--- src/rtl/br_res_pkg.sv ---
package br_res_pkg;

    typedef enum logic [1:0] {
        BK_NONE = 2'b00,
        BK_EQ   = 2'b01,
        BK_NE   = 2'b10,
        BK_ANY  = 2'b11
    } br_kind_e;

    function automatic br_kind_e kind_of(input logic eq_flag, input logic ne_flag);
        return br_kind_e'({ne_flag, eq_flag});
    endfunction

    function automatic logic resolve_take(input br_kind_e kind, input logic same);
        logic t;
        unique case (kind)
            BK_EQ:   t = same;
            BK_NE:   t = ~same;
            BK_ANY:  t = 1'b1;
            default: t = 1'b0;
        endcase
        return t;
    endfunction

endpackage

--- src/rtl/br_eq_compare.sv ---
module br_eq_compare #(
    parameter int DW          = 32,
    parameter bit REDUCE_TREE = 1'b1
) (
    input  logic [DW-1:0] op_a,
    input  logic [DW-1:0] op_b,
    output logic          same
);
    localparam int LVL = (DW > 1) ? $clog2(DW) : 0;
    localparam int P   = 1 << LVL;

    logic [DW-1:0] diff;

    for (genvar i = 0; i < DW; i++) begin : g_xor
        assign diff[i] = op_a[i] ^ op_b[i];
    end

    if (REDUCE_TREE) begin : g_tree
        for (genvar l = 0; l <= LVL; l++) begin : g_lvl
            logic [(P >> l)-1:0] v;
            if (l == 0) begin : g_leaf
                for (genvar k = 0; k < P; k++) begin : g_pad
                    if (k < DW) begin : g_bit
                        assign v[k] = diff[k];
                    end else begin : g_zero
                        assign v[k] = 1'b0;
                    end
                end
            end else begin : g_node
                for (genvar k = 0; k < (P >> l); k++) begin : g_or
                    assign v[k] = g_lvl[l-1].v[2*k] | g_lvl[l-1].v[2*k+1];
                end
            end
        end
        assign same = ~g_lvl[LVL].v[0];
    end else begin : g_flat
        assign same = ~|diff;
    end

endmodule

--- src/rtl/br_target_adder.sv ---
module br_target_adder #(
    parameter int AW = 32
) (
    input  logic [AW-1:0] pc_plus4,
    input  logic [AW-1:0] word_off,
    output logic [AW-1:0] target
);
    logic [AW-1:0] byte_off;

    assign byte_off = {word_off[AW-3:0], 2'b00};
    assign target   = pc_plus4 + byte_off;

endmodule

--- src/rtl/id_branch_resolver.sv ---
module id_branch_resolver
    import br_res_pkg::*;
#(
    parameter int          AW          = 32,
    parameter int          DW          = 32,
    parameter int          CW          = 8,
    parameter logic [31:0] RESET_PC    = 32'h0,
    parameter bit          REDUCE_TREE = 1'b1
) (
    input  logic          clk,
    input  logic          rst_n,
    input  logic [AW-1:0] id_pc_plus4,
    input  logic [AW-1:0] id_offset,
    input  logic [DW-1:0] id_rs_val,
    input  logic [DW-1:0] id_rt_val,
    input  logic          id_br_eq,
    input  logic          id_br_ne,
    input  logic [CW-1:0] if_ctrl,
    output logic [AW-1:0] br_target,
    output logic          br_take,
    output logic          ifid_flush,
    output logic [AW-1:0] fetch_pc,
    output logic [CW-1:0] ifid_ctrl
);
    localparam logic [AW-1:0] PC_STEP = AW'(4);
    localparam logic [AW-1:0] PC_INIT = AW'(RESET_PC);

    typedef struct packed {
        logic [AW-1:0] pc;
        logic [CW-1:0] ctrl;
    } fe_state_t;

    fe_state_t st_d, st_q;
    logic      ops_same;
    logic      take_d;
    br_kind_e  kind_d;

    br_eq_compare #(
        .DW          (DW),
        .REDUCE_TREE (REDUCE_TREE)
    ) u_cmp (
        .op_a (id_rs_val),
        .op_b (id_rt_val),
        .same (ops_same)
    );

    br_target_adder #(
        .AW (AW)
    ) u_tgt (
        .pc_plus4 (id_pc_plus4),
        .word_off (id_offset),
        .target   (br_target)
    );

    always_comb begin
        kind_d  = kind_of(id_br_eq, id_br_ne);
        take_d  = resolve_take(kind_d, ops_same);
        st_d    = st_q;
        st_d.pc = take_d ? br_target : (st_q.pc + PC_STEP);
        // flushed slot: every control field cleared so the slot acts as a no-op
        st_d.ctrl = take_d ? '0 : if_ctrl;
    end

    always_ff @(posedge clk) begin
        if (!rst_n) begin
            st_q.pc   <= PC_INIT;
            st_q.ctrl <= '0;
        end else begin
            st_q <= st_d;
        end
    end

    assign br_take    = take_d;
    assign ifid_flush = take_d;
    assign fetch_pc   = st_q.pc;
    assign ifid_ctrl  = st_q.ctrl;

endmodule

--- config.mk ---
export PLATFORM = sky130hd
export DESIGN_NAME = id_branch_resolver
export DESIGN_NICKNAME = d
export VERILOG_FILES = /design/src/rtl/br_res_pkg.sv /design/src/rtl/br_eq_compare.sv /design/src/rtl/br_target_adder.sv /design/src/rtl/id_branch_resolver.sv
export SDC_FILE = /design/constraint.sdc
export NUM_CORES = 1
export LEC_CHECK = 0
export BUFFER_PORTS_ARGS = -buffer_cell sky130_fd_sc_hd__buf_2
export CAP_MARGIN = 10
export CORE_ASPECT_RATIO = 0.7
export CORE_UTILIZATION = 49
export CTS_BUF_LIST = sky130_fd_sc_hd__clkbuf_4 sky130_fd_sc_hd__clkbuf_8 sky130_fd_sc_hd__clkbuf_16
export DETAILED_ROUTE_END_ITERATION = 12
export HOLD_SLACK_MARGIN = 0.08
export PLACE_DENSITY = 0.87
export SYNTH_ARGS = -nofsm -noshare
export SYNTH_HDL_FRONTEND = slang
export SYNTH_SLANG_ARGS = --single-unit
--- constraint.sdc ---
create_clock -name clk -period 3.74 [get_ports clk]
set_input_delay 0.374 -clock clk [delete_from_list [all_inputs] [get_ports clk]]
set_output_delay 0.374 -clock clk [all_outputs]
set_load 0.02 [all_outputs]
**Yosys cells after proc, flatten, opt, wreduce, memory -nomap -nowiden**

Cells that the tools add are included.

- Output and inout bits: 74
- Flip-flop bits (word level): 40
- Word-level logic and storage cells: 75
- Input port bits: 140

- Add/sub/neg operators: 2
- Bitwise gates (word level): 65
- Muxes and demuxes: 2
- Equal/unequal tests: 3
- Reduce and logical (&&, ||, !) cells: 1

Operators by type and width:

| operator | number |
|---|---|
| 32-bit by 3-bit adder with 32-bit output, second input constant | 1 |
| 32-bit adder | 1 |
| 32-bit 2-to-1 mux | 1 |
| 1-bit XOR | 32 |
| 1-bit bitwise OR | 31 |
| 2-bit equality test, second input constant | 2 |
| 1-bit case mux with 3 select lines | 1 |
| 2-bit by 1-bit equality test with 1-bit output, second input constant | 1 |
| 1-bit NOT | 2 |
| 2-bit OR reduction | 1 |

**Logic depth before layout (Yosys ltp)**

Gate-level depths: netlist of the first run.

- Depth in word-level cells: 9
- Depth in mapped cells: 11
- Gate-level depth less buffers: 11

**Cells and area by module**

From an unflattened synthesis of the first run, not the netlist that was laid out.

- Cell total of the unflattened synthesis: 522
- Area total of the unflattened synthesis: 4,117.7 µm²

Modules (own cells, without submodules):

| module | area an instance (µm²) | cells each | times used |
|---|---|---|---|
| id_branch_resolver | 2,006.9 | 242 | 1 |
| br_target_adder | 1,764.2 | 237 | 1 |
| br_eq_compare | 346.6 | 43 | 1 |

**Worst setup path after synthesis of the first run**

Ideal clock, no wire load.

- Kind: in2out
- Start: in id_pc_plus4[2]
- End: out br_target[22]
- Path buffers: 0
- Arrival time: 2.398 ns
- Stages on the path: 10
- Required time: 3.366 ns
- Slack: 0.968 ns
- Cells stage by stage: ha_1 inv_1 fa_1 nand2b_1 a21oi_1 o21a_2 nor2_2 or4_1 nand2_1 xor2_2

- Cells in the longest elaborated chain, start to end: 1

RTL lines:

| what | RTL line | RTL |
|---|---|---|
| start, declared | id_branch_resolver.sv:12 | `input logic [AW-1:0] id_pc_plus4,` |
| 32-bit adder | br_target_adder.sv:11 | `assign target = pc_plus4 + byte_off;` |
| end, declared | id_branch_resolver.sv:19 | `output logic [AW-1:0] br_target,` |

No other way between the ends.

**Worst setup path after layout of the first run**

Same ends and word-level chain as after synthesis.

==> results of run 1 <==
-- flip-flops by register name (all words and copies together), names as in the netlist --
| signal | cells |
|---|---|
| ifid_ctrl | 8 |
| fetch_pc | 32 |
-- layout by cell type, fill, tap and decap left out, drive strengths merged, types with 2 or more instances in the layout --
master,n
ha,30
or3,2
a211o,3
buf,213
dfxtp,40
xor2,63
o21a,9
nand3,21
mux2i,4
and2,5
a21o,8
inv,7
xnor2,24
nor4,11
o31ai,2
nand2b,5
o211ai,7
o21ai,14
and4,5
nand2,36
or2,3
a211oi,20
a21oi,33
nand4,12
nor3,3
and3,18
clkbuf,6
o211a,6
nor2,37
nor2b,4
-- where the power goes --
group          leakage [nW]  total (mW)  internal, mW  switching [mW]
clock                0.0701       0.405         0.249           0.155
combinational          2.14       0.827         0.322           0.505
sequential            0.332       0.507         0.466          0.0411
total                  2.54        1.74          1.04           0.702
-- cells in the mapped netlist (all sizes together) (6+ instances only) --
cell type,count
nand3,21
nor4,11
o211a,6
a211oi,20
xnor2,24
o21a,9
inv,7
ha,30
o211ai,7
nand2,36
xor2,63
and3,18
o21ai,14
clkbuf,11
a21o,8
buf,9
dfxtp,40
nand4,12
a21oi,33
nor2,37
-- layout make-up --
cell class,count,area share
Timing Repair Buffer,213,0.211
Sequential cell,40,0.156
Clock inverter,1,0.000975
Clock buffer,6,0.0258
Inverter,7,0.00512
Multi-Input combinational cell,402,0.577
Tap cell,98,0.0239
-- final timing paths --
path,startpoint,end,depth (start not counted)
setup reg to reg,fetch_pc[4]$_SDFF_PN0_,fetch_pc[29]$_SDFF_PN0_,8
hold / removal,if_ctrl[1],ifid_ctrl[1]$_SDFF_PP0_,2
setup / recovery,id_pc_plus4[2],br_target[22],12
hold reg to reg,fetch_pc[0]$_SDFFE_PN0P_,fetch_pc[0]$_SDFFE_PN0P_,2
-- cell families (layout without fill, tap and decap cells) --
family	Yosys count	in the layout	synth area share
AO/OA/AOI/OAI	116	116	0.234
multiplexers	4	4	0.0103
adder cells (fa/ha/maj)	31	31	0.102
flip-flops	40	40	0.207
XOR/XNOR	87	87	0.199
AND/OR/NAND/NOR	164	164	0.217
buffers and inverters	27	227	0.0304
-- per-layer routing --
layer,up-vias,share of wire,track usage
met2,195,0.45,0.461
met4,0,0.019,0.0890
met3,25,0.068,0.0291
met5,-,0,0
met1,2008,0.46,0.415
li1,2112,-,-
-- critical path: cells and delay by family --
family	cells	cell delay [ns]
xor gates and xnor gates	1	0.21
buffers and inverters	3	0.34
AOI/OAI and AO/OA	2	0.60
adders and majority gates	2	0.56
and+or+nand+nor	4	0.87
-- per-stage QoR --
| step | power, mW | instance area, sq um | utilization | worst slack (ns) | hold slack [ns] |
|---|---|---|---|---|---|
| after floorplan | 1.04 | 3870 | - | 0.968 | 0.518 |
| after global placement | 1.31 | 5000 | 0.668 | 0.495 | 0.469 |
| after detailed placement | 1.33 | 5000 | 0.668 | 0.451 | 0.486 |
| after CTS | 1.74 | 5130 | 0.686 | 0.434 | 0.325 |
| after global routing | 1.84 | 5130 | 0.686 | 0.258 | 0.321 |
| final | 1.74 | 5130 | 0.686 | 0.403 | 0.329 |
==> metrics.md, run 1 <==
| Metric | Value |
|---|---|
| Layout cells sized above 1 | `0.362` |
| TritonCTS sink count | `40` |
| CP Launch Type | `input port` |
| Critical Path Max Stage Delay | `0.51 ns` |
| Cts bufs inserted | `5` |
| Final Max Slew Viols | `0` |
| Vias in the first global route | `4075` |
| Critical path data arrival time | `2.96 ns` |
| Crit-path max FO | `3` |
| Via density | `5.66` |
| Hold-fix buffers, CTS | `0` |
| Layout Cells excl Fill | `767` |
| Final setup fails | `0` |
| P_leak | `2.54 nW` |
| Slowest CP cell | `or4_1` |
| Ports | `214` |
| PD cells | `339 mW/mm^2` |
| H-tree depth | `2` |
| Syn nets | `640` |
| RSZ-0062 raised after global routing | `no` |
| Pre-antenna DRT Iters | `5` |
| Seq/Total Area, Yosys | `0.207` |
| Min cycle time layout | `3.34 ns` |
| Worst-margin pin slew | `0.818 ns` |
| WL per Instance | `15.6 um` |
| Drt initial violations | `330` |
| Final #Nets | `840` |
| WL final | `12.0 mm` |
| First-pass GRT wire length | `19.6 mm` |
| Post-cts sizing count | `0` |
| WS Path Type | `input port to output port` |
| Post-DP HPWL | `10.0 mm` |
| Hold Crit Class | `input port to flip-flop` |
| Maximum number of pins on one net before global-route repair | `38` |
| Cells after Synth | `469` |
| CP Cell Sequence | `buf_2 -> ha_1 -> inv_1 -> fa_1 -> nand2b_1 -> a21oi_1 -> o21a_2 -> nor2_2 -> or4_1 -> nand2_1 -> xor2_2 -> buf_2` |
| Max-cap violations | `0` |
| CTS tree | `yes` |
| Final period util | `0.892` |
| Area added between synthesis and finish | `32.7%` |
| Slew HR | `0.454` |
| #FFs+latches synth | `40` |
| Multi-input logic area | `0.00296 sq mm` |
| Core area | `0.00748 sq mm` |
| Postcts setup bufs | `0` |
| Final TNS setup | `0 ns` |
| Register area | `801 sq um` |
| Initial Utilization | `0.517` |
| Placer Congestion | `0.912` |
| DRC viols | `0` |
| EDFF count, synth | `0` |
| Avg Cell Area, Syn | `8.25 sq um` |
| Synth area leader | `dfxtp_1` |
| Initial antenna violation count | `0` |
| Die Y | `76.4 um` |
| Crit. End Element | `output port` |
| # port buffers | `211` |
| Most common cell on crit path | `buf_2` |
| Clock Skews | `0.00388 ns` |
| Largest cells by area after synthesis | `dfxtp_1 (21%), xor2_1 (14%), ha_1 (9.7%)` |
| Synth cell types | `62` |
| Status | `complete, no violations` |
| Die ar. | `0.00826 sq mm` |
| Dpl cells | `760` |
| Final Hold Fails | `0` |
| Yosys warning count | `0` |
| Clk_lat worst skew | `0.28 ns` |
| Filler cells | `656` |
| Fmax achieved | `300 MHz` |
| Core Rows | `26` |
| Ys async rst share | `0` |
| Gr ovfl total | `0` |
| Via count | `4340` |
| CTS max path bufs | `2` |
| Primary FF master, synth | `dfxtp_1` |
| WP data required | `3.37 ns` |
| Die span in x | `108 um` |
| Post-synthesis cell area | `0.00387 sq mm` |
| GRT Util Overall | `0.292` |
| DRT antenna net count | `0` |
| Synth top area share | `0.207` |
| Maximum vdd drop | `0.000213 V` |
| Root Driver | `clkbuf_16` |
| R2r setup slk | `1.49 ns` |
| Clk slew on worst S/H paths | `0.05 ns` |
| Diode count | `0` |
Note: power is estimated with default switching activity, not from simulation.
==> run 2, diff against run 1 <==
--- a/config.mk
+++ b/config.mk
@@ -5,14 +5,17 @@
 export SDC_FILE = /design/constraint.sdc
 export NUM_CORES = 1
 export LEC_CHECK = 0
+export ABC_CLOCK_PERIOD_IN_PS = 3740
 export BUFFER_PORTS_ARGS = -buffer_cell sky130_fd_sc_hd__buf_2
 export CAP_MARGIN = 10
+export CELL_PAD_IN_SITES_DETAIL_PLACEMENT = 0
+export CELL_PAD_IN_SITES_GLOBAL_PLACEMENT = 1
 export CORE_ASPECT_RATIO = 0.7
-export CORE_UTILIZATION = 49
+export CORE_UTILIZATION = 34
 export CTS_BUF_LIST = sky130_fd_sc_hd__clkbuf_4 sky130_fd_sc_hd__clkbuf_8 sky130_fd_sc_hd__clkbuf_16
 export DETAILED_ROUTE_END_ITERATION = 12
 export HOLD_SLACK_MARGIN = 0.08
-export PLACE_DENSITY = 0.87
+export PLACE_DENSITY_LB_ADDON = 0.1
 export SYNTH_ARGS = -nofsm -noshare
 export SYNTH_HDL_FRONTEND = slang
 export SYNTH_SLANG_ARGS = --single-unit
==> run 2 against run 1 <==
First-iteration DRC count shrank 47%; die area grew 43%; final area grew 1.6%; critical path type unchanged.
==> metrics.md, run 2 (synthesis gave the netlist of run 1 again) <==
| Metric | Value |
|---|---|
| TritonCTS sink count | `40 (unchanged)` |
| WL per Instance | `14.4 um (-8.0%)` |
| Filler cells | `1148 (+75%)` |
| Fmax achieved | `305 MHz (+1.8%)` |
| Initial antenna violation count | `0 (unchanged)` |
| Root Driver | `clkbuf_16` |
| Min cycle time layout | `3.28 ns (-0.0577 ns)` |
| Worst-margin pin slew | `0.849 ns (+0.0311 ns)` |
| # port buffers | `211 (unchanged)` |
| Most frequent cells in the layout | `buf_2 (211), xor2_1 (62), dfxtp_1 (40)` |
| Dpl cell area | `0.00507 sq mm (+1.4%)` |
| Via density | `5.00 (-12%)` |
| Final Max Slew Viols | `0 (unchanged)` |
| Status | `complete, no violations` |
| First-pass GRT wire length | `18.3 mm (-6.7%)` |
| Die Y | `91.3 um (+20%)` |
| Met3 Use GR | `0.0230 (-0.00610)` |
| Postcts setup bufs | `0 (unchanged)` |
| P_leak | `2.55 nW (+0.26%)` |
| Core area | `0.0111 sq mm (+48%)` |
| Finished Cell Area | `0.00522 sq mm (+1.6%)` |
| CTS tree | `yes` |
| Placer Congestion | `0.810 (-11%)` |
| Setup slack after layout | `0.461 ns (+0.0577 ns)` |
| Die span in x | `130 um (+20%)` |
| Clk_lat worst skew | `0.28 ns (about the same)` |
| Pre-antenna DRT Iters | `6 (+1)` |
| GRT Util Overall | `0.193 (-0.0988)` |
| CP Launch Type | `input port` |
| DRC viols | `0 (unchanged)` |
| Area added between synthesis and finish | `34.8%` |
| Post-DP HPWL | `9.82 mm (-1.8%)` |
| Cts bufs inserted | `5 (unchanged)` |
| Gr ovfl total | `0 (unchanged)` |
| Diode count | `0 (unchanged)` |
| Maximum vdd drop | `0.000182 V (-15%)` |
| Overall Power | `1.75 mW (+0.72%)` |
| Post-cts sizing count | `0 (unchanged)` |
| DP Worst Slack | `0.464 ns (+0.0132 ns)` |
| Drt initial violations | `176 (-47%)` |
| WS Path Type | `input port to output port` |
| Via count | `4111 (-5.3%)` |
| DRT antenna net count | `0 (unchanged)` |
| Multi-input logic area | `0.00296 sq mm (unchanged)` |
| H-tree depth | `2 (unchanged)` |
| Largest register FFs | `32 (unchanged)` |
| Hold Crit Class | `input port to flip-flop` |
| Final setup fails | `0 (unchanged)` |
| CTS max path bufs | `2 (unchanged)` |
| Core Rows | `32 (+23%)` |
| Dpl cells | `815 (+7.2%)` |
| Initial Utilization | `0.350 (-0.167)` |
| Met2 GRT Util | `0.308 (-0.153)` |
| HP Start | `if_ctrl[5]` |
| Final Hold Fails | `0 (unchanged)` |
| Ports | `214 (unchanged)` |
| Final period util | `0.877 (-0.0154)` |
| Crit-path max FO | `3 (unchanged)` |
| Final #Nets | `840 (unchanged)` |
| Register area | `801 sq um (unchanged)` |
| Critical path data arrival time | `2.90 ns (-0.06 ns)` |
| Met1 Usage GRT | `0.286 (-0.129)` |
| Worst R2R Start | `fetch_pc[4]$_SDFF_PN0_` |
| Maximum number of pins on one net before global-route repair | `49 (+29%)` |
| Die ar. | `0.0118 sq mm (+43%)` |
| Crit. End Element | `output port` |
| GRT Max-Usage Layer | `met2` |
| Hold-fix buffers, CTS | `0 (unchanged)` |
| Commonest non-fill, non-tap cell in the layout | `buf_2` |
| RSZ-0062 raised after global routing | `no` |
| Worst setup startpoint | `id_pc_plus4[2]` |
| Vias in the first global route | `3690 (-9.4%)` |
| Layout cells sized above 1 | `0.363 (+0.000953)` |
| PD cells | `336 mW/mm^2 (-0.83%)` |
| WP data required | `3.37 ns (about the same)` |
| Clk slew on worst S/H paths | `0.06 ns (about the same)` |
| Slew HR | `0.433 (-0.0207)` |
| Layout Cells excl Fill | `823 (+7.3%)` |
| Max-cap violations | `0 (unchanged)` |
| Clock Skews | `0.00629 ns (+0.00241 ns)` |
| Final TNS setup | `0 ns (unchanged)` |
| WL final | `11.8 mm (-1.3%)` |
## run 2: where the power goes
part	internal [mW]	switching, mW
clock	0.263	0.163
combinational	0.322	0.497
sequential	0.466	0.0409
total	1.05	0.701
## run 2: layer usage
metal	part of all wire	routed length [um]
met1	0.52	6100
met2	0.43	5060
met3	0.057	671
met4	0.00093	11
met5	0	0
## run 2: path summary, 6_finish.rpt
check                                   to  slack [ns]  cells after the start
setup / recovery             br_target[22]        0.46                     12
hold / removal     ifid_ctrl[5]$_SDFF_PP0_        0.33                      2
setup reg to reg   fetch_pc[29]$_SDFF_PN0_        1.46                      8
hold reg to reg   fetch_pc[0]$_SDFFE_PN0P_        0.49                      2
## run 2: stage by stage
stage / hold WS, ns / util
after floorplan: 0.518 / -
after global placement: 0.468 / 0.458
after detailed placement: 0.480 / 0.458
after CTS: 0.322 / 0.472
after global routing: 0.327 / 0.472
final: 0.330 / 0.472
## run 2: worst max-delay path, stage by stage
cell      delay (ns)
buf_2           0.08
ha_1            0.16
inv_1           0.06
fa_1            0.39
nand2b_1        0.19
a21oi_1         0.34
o21a_2          0.25
nor2_2          0.05
or4_1           0.49
nand2_1         0.11
xor2_2          0.21
buf_2           0.20
## run 2: layout make-up
| cell class | instances | share of cell area |
|---|---|---|
| inverters | 7 | 0.00504 |
| clock buffers | 6 | 0.0266 |
| multi-input cells | 402 | 0.568 |
| clock inverters | 2 | 0.00192 |
| repair buffers | 213 | 0.208 |
| flip-flops and latches | 40 | 0.154 |
| well taps | 153 | 0.0367 |
==> run 3, diff against run 2 <==
--- a/config.mk
+++ b/config.mk
@@ -5,7 +5,7 @@
 export SDC_FILE = /design/constraint.sdc
 export NUM_CORES = 1
 export LEC_CHECK = 0
-export ABC_CLOCK_PERIOD_IN_PS = 3740
+export ABC_CLOCK_PERIOD_IN_PS = 4150
 export BUFFER_PORTS_ARGS = -buffer_cell sky130_fd_sc_hd__buf_2
 export CAP_MARGIN = 10
 export CELL_PAD_IN_SITES_DETAIL_PLACEMENT = 0
==> constraint.sdc (replaced) <==
create_clock -name clk -period 4.15 [get_ports clk]
set_input_delay 0.415 -clock clk [delete_from_list [all_inputs] [get_ports clk]]
set_output_delay 0.415 -clock clk [all_outputs]
set_load 0.02 [all_outputs]
==> run 3 against run 2 <==
Core utilization shrank 0.22 points; hold slack gained 0.036 ns; die area is the same; largest cell class unchanged; final cell count shrank 0.12%; critical path depth is the same; register-to-register slack gained 0.45 ns; largest power group unchanged; non-clock buffer count is the same; wire length shrank 0.35%; via count shrank 0.17%; final area shrank 0.46%; sequential power shrank 9.9%.
==> metrics.md, run 3 (synthesis gave the netlist of run 1 again) <==
| Metric | Value |
|---|---|
| Status | `complete, no violations` |
| Placer Congestion | `0.818 (+0.99%)` |
| Critical Path Max Stage Delay | `0.50 ns (about the same)` |
| WL final | `11.8 mm (-0.35%)` |
| Die ar. | `0.0118 sq mm (unchanged)` |
| Diode count | `0 (unchanged)` |
| Die span in x | `130 um (unchanged)` |
| DP Worst Slack | `0.757 ns (+0.293 ns)` |
| Area added between synthesis and finish | `34.1%` |
| Final Max Slew Viols | `0 (unchanged)` |
| Layout cells sized above 1 | `0.362 (-0.000953)` |
| Clk slew on worst S/H paths | `0.05 ns (about the same)` |
| Slew HR | `0.440 (+0.00673)` |
| CP Launch Type | `input port` |
| CTS max path bufs | `2 (unchanged)` |
| GRT Util Overall | `0.195 (+0.00198)` |
| WL per Instance | `14.4 um (-0.23%)` |
| Metal-1 WL | `6.23 mm (+2.1%)` |
| Hold Crit Class | `input port to flip-flop` |
| Pre-antenna DRT Iters | `4 (-2)` |
| Root Driver | `clkbuf_16` |
| Vias in the first global route | `3672 (-0.49%)` |
| Post-DP HPWL | `9.84 mm (+0.18%)` |
| DRT antenna net count | `0 (unchanged)` |
| Final #Nets | `840 (unchanged)` |
| Commonest non-fill, non-tap cell in the layout | `buf_2` |
| WS Path Type | `input port to output port` |
| Initial antenna violation count | `0 (unchanged)` |
| Final Hold Fails | `0 (unchanged)` |
| Slowest CP cell | `or4_1` |
| Worst-margin pin slew | `0.839 ns (-0.0101 ns)` |
| Clk_lat worst skew | `0.28 ns (about the same)` |
| Max-cap violations | `0 (unchanged)` |
| CP Cell Sequence | `buf_2 -> ha_1 -> inv_1 -> fa_1 -> nand2b_1 -> a21oi_1 -> o21a_2 -> nor2_2 -> or4_1 -> nand2_1 -> xor2_2 -> buf_2` |
| Initial Utilization | `0.350 (unchanged)` |
| Postcts setup bufs | `0 (unchanged)` |
| Maximum vdd drop | `0.000127 V (-30%)` |
| Routed wl met3 | `612 um (-8.8%)` |
| Via density | `4.99 (about the same)` |
| Met2 wire len | `4.91 mm (-2.9%)` |
| Fmax achieved | `296 MHz` |
| Critical path data arrival time | `2.96 ns (+0.06 ns)` |
| Min cycle time layout | `3.38 ns` |
| Final TNS setup | `0 ns (unchanged)` |
| Multi-input logic area | `0.00296 sq mm (unchanged)` |
| Register area | `801 sq um (unchanged)` |
| Most common cell on crit path | `buf_2` |
| Core area | `0.0111 sq mm (unchanged)` |
| Final period util | `0.814` |
| Hold-fix buffers, CTS | `0 (unchanged)` |
| First-pass GRT wire length | `18.5 mm (+1.2%)` |
| WP data required | `3.73 ns (+0.36 ns)` |
| Filler cells | `1172 (+2.1%)` |
| Die Y | `91.3 um (unchanged)` |
| Drt initial violations | `151 (-14%)` |
| Core Rows | `32 (unchanged)` |
| Final setup fails | `0 (unchanged)` |
| Setup slack after layout | `0.773 ns (+0.312 ns)` |
| Via count | `4104 (-0.17%)` |
| Clock Skews | `0.00905 ns (+0.00276 ns)` |
| PD cells | `301 mW/mm^2 (-10%)` |
| TritonCTS sink count | `40 (unchanged)` |
| # port buffers | `211 (unchanged)` |
| Hold slack | `0.366 ns (+0.0361 ns)` |
| Maximum number of pins on one net before global-route repair | `48 (-2.0%)` |
| P_leak | `2.54 nW (-0.43%)` |
| CTS tree | `yes` |
| H-tree depth | `2 (unchanged)` |
| Post-cts sizing count | `0 (unchanged)` |
| RSZ-0062 raised after global routing | `no` |
| DRC viols | `0 (unchanged)` |
| Ports | `214 (unchanged)` |
| Overall Power | `1.56 mW (-11%)` |
| Largest register FFs | `32 (unchanged)` |
| Gr ovfl total | `0 (unchanged)` |
| Crit-path max FO | `3 (unchanged)` |
| Top sig layer | `met4` |
| Crit. End Element | `output port` |
| Cts bufs inserted | `5 (unchanged)` |
| Most frequent cells in the layout | `buf_2 (211), xor2_1 (62), dfxtp_1 (40)` |
run 3: cell count changes in the layout (fill, tap and decap cells not counted), sizes merged:
cell    previous run  this run
clkinv             2         1
run 3: layout make-up:
type                            instances  share of cell area
Multi-Input combinational cell        402               0.571
Timing Repair Buffer                  213               0.206
Sequential cell                        40               0.154
Tap cell                              153              0.0369
Clock buffer                            6              0.0255
Inverter                                7             0.00506
Clock inverter                          1            0.000964
run 3: layer usage:
metal / vias up / global-route usage
met2: 124 / 0.295
met3: 5 / 0.0242
met4: 0 / 0.0262
met5: - / 0
li1: 2113 / -
met1: 1862 / 0.297
run 3: final timing paths:
path,start,endpoint,slack [ns],cells past startpoint
hold / removal,if_ctrl[3],ifid_ctrl[3]$_SDFF_PP0_,0.37,2
setup reg to reg,fetch_pc[4]$_SDFF_PN0_,fetch_pc[29]$_SDFF_PN0_,1.91,8
setup / recovery,id_pc_plus4[2],br_target[22],0.77,12
hold reg to reg,fetch_pc[0]$_SDFFE_PN0P_,fetch_pc[0]$_SDFFE_PN0P_,0.49,2
run 3: through the flow:
stage / std cells / util / area (sq um)
2_1_floorplan: 469 / - / 3870
3_3_place_gp: 815 / 0.457 / 5050
3_5_place_dp: 815 / 0.457 / 5050
4_1_cts: 822 / 0.470 / 5190
5_1_grt: 822 / 0.470 / 5190
6_report: 822 / 0.470 / 5190
run 3: power breakdown:
part | switching [mW] | internal [mW]
clock network | 0.146 | 0.225
logic | 0.446 | 0.289
registers | 0.0369 | 0.420
run 3: worst max-delay path: cells and delay by family:
family	cells	cell delay, ns
AND/OR/NAND/NOR	4	0.86
AO/OA/AOI/OAI	2	0.60
adder cells (fa/ha/maj)	2	0.54
buffers and inverters	3	0.33
XOR/XNOR	1	0.20
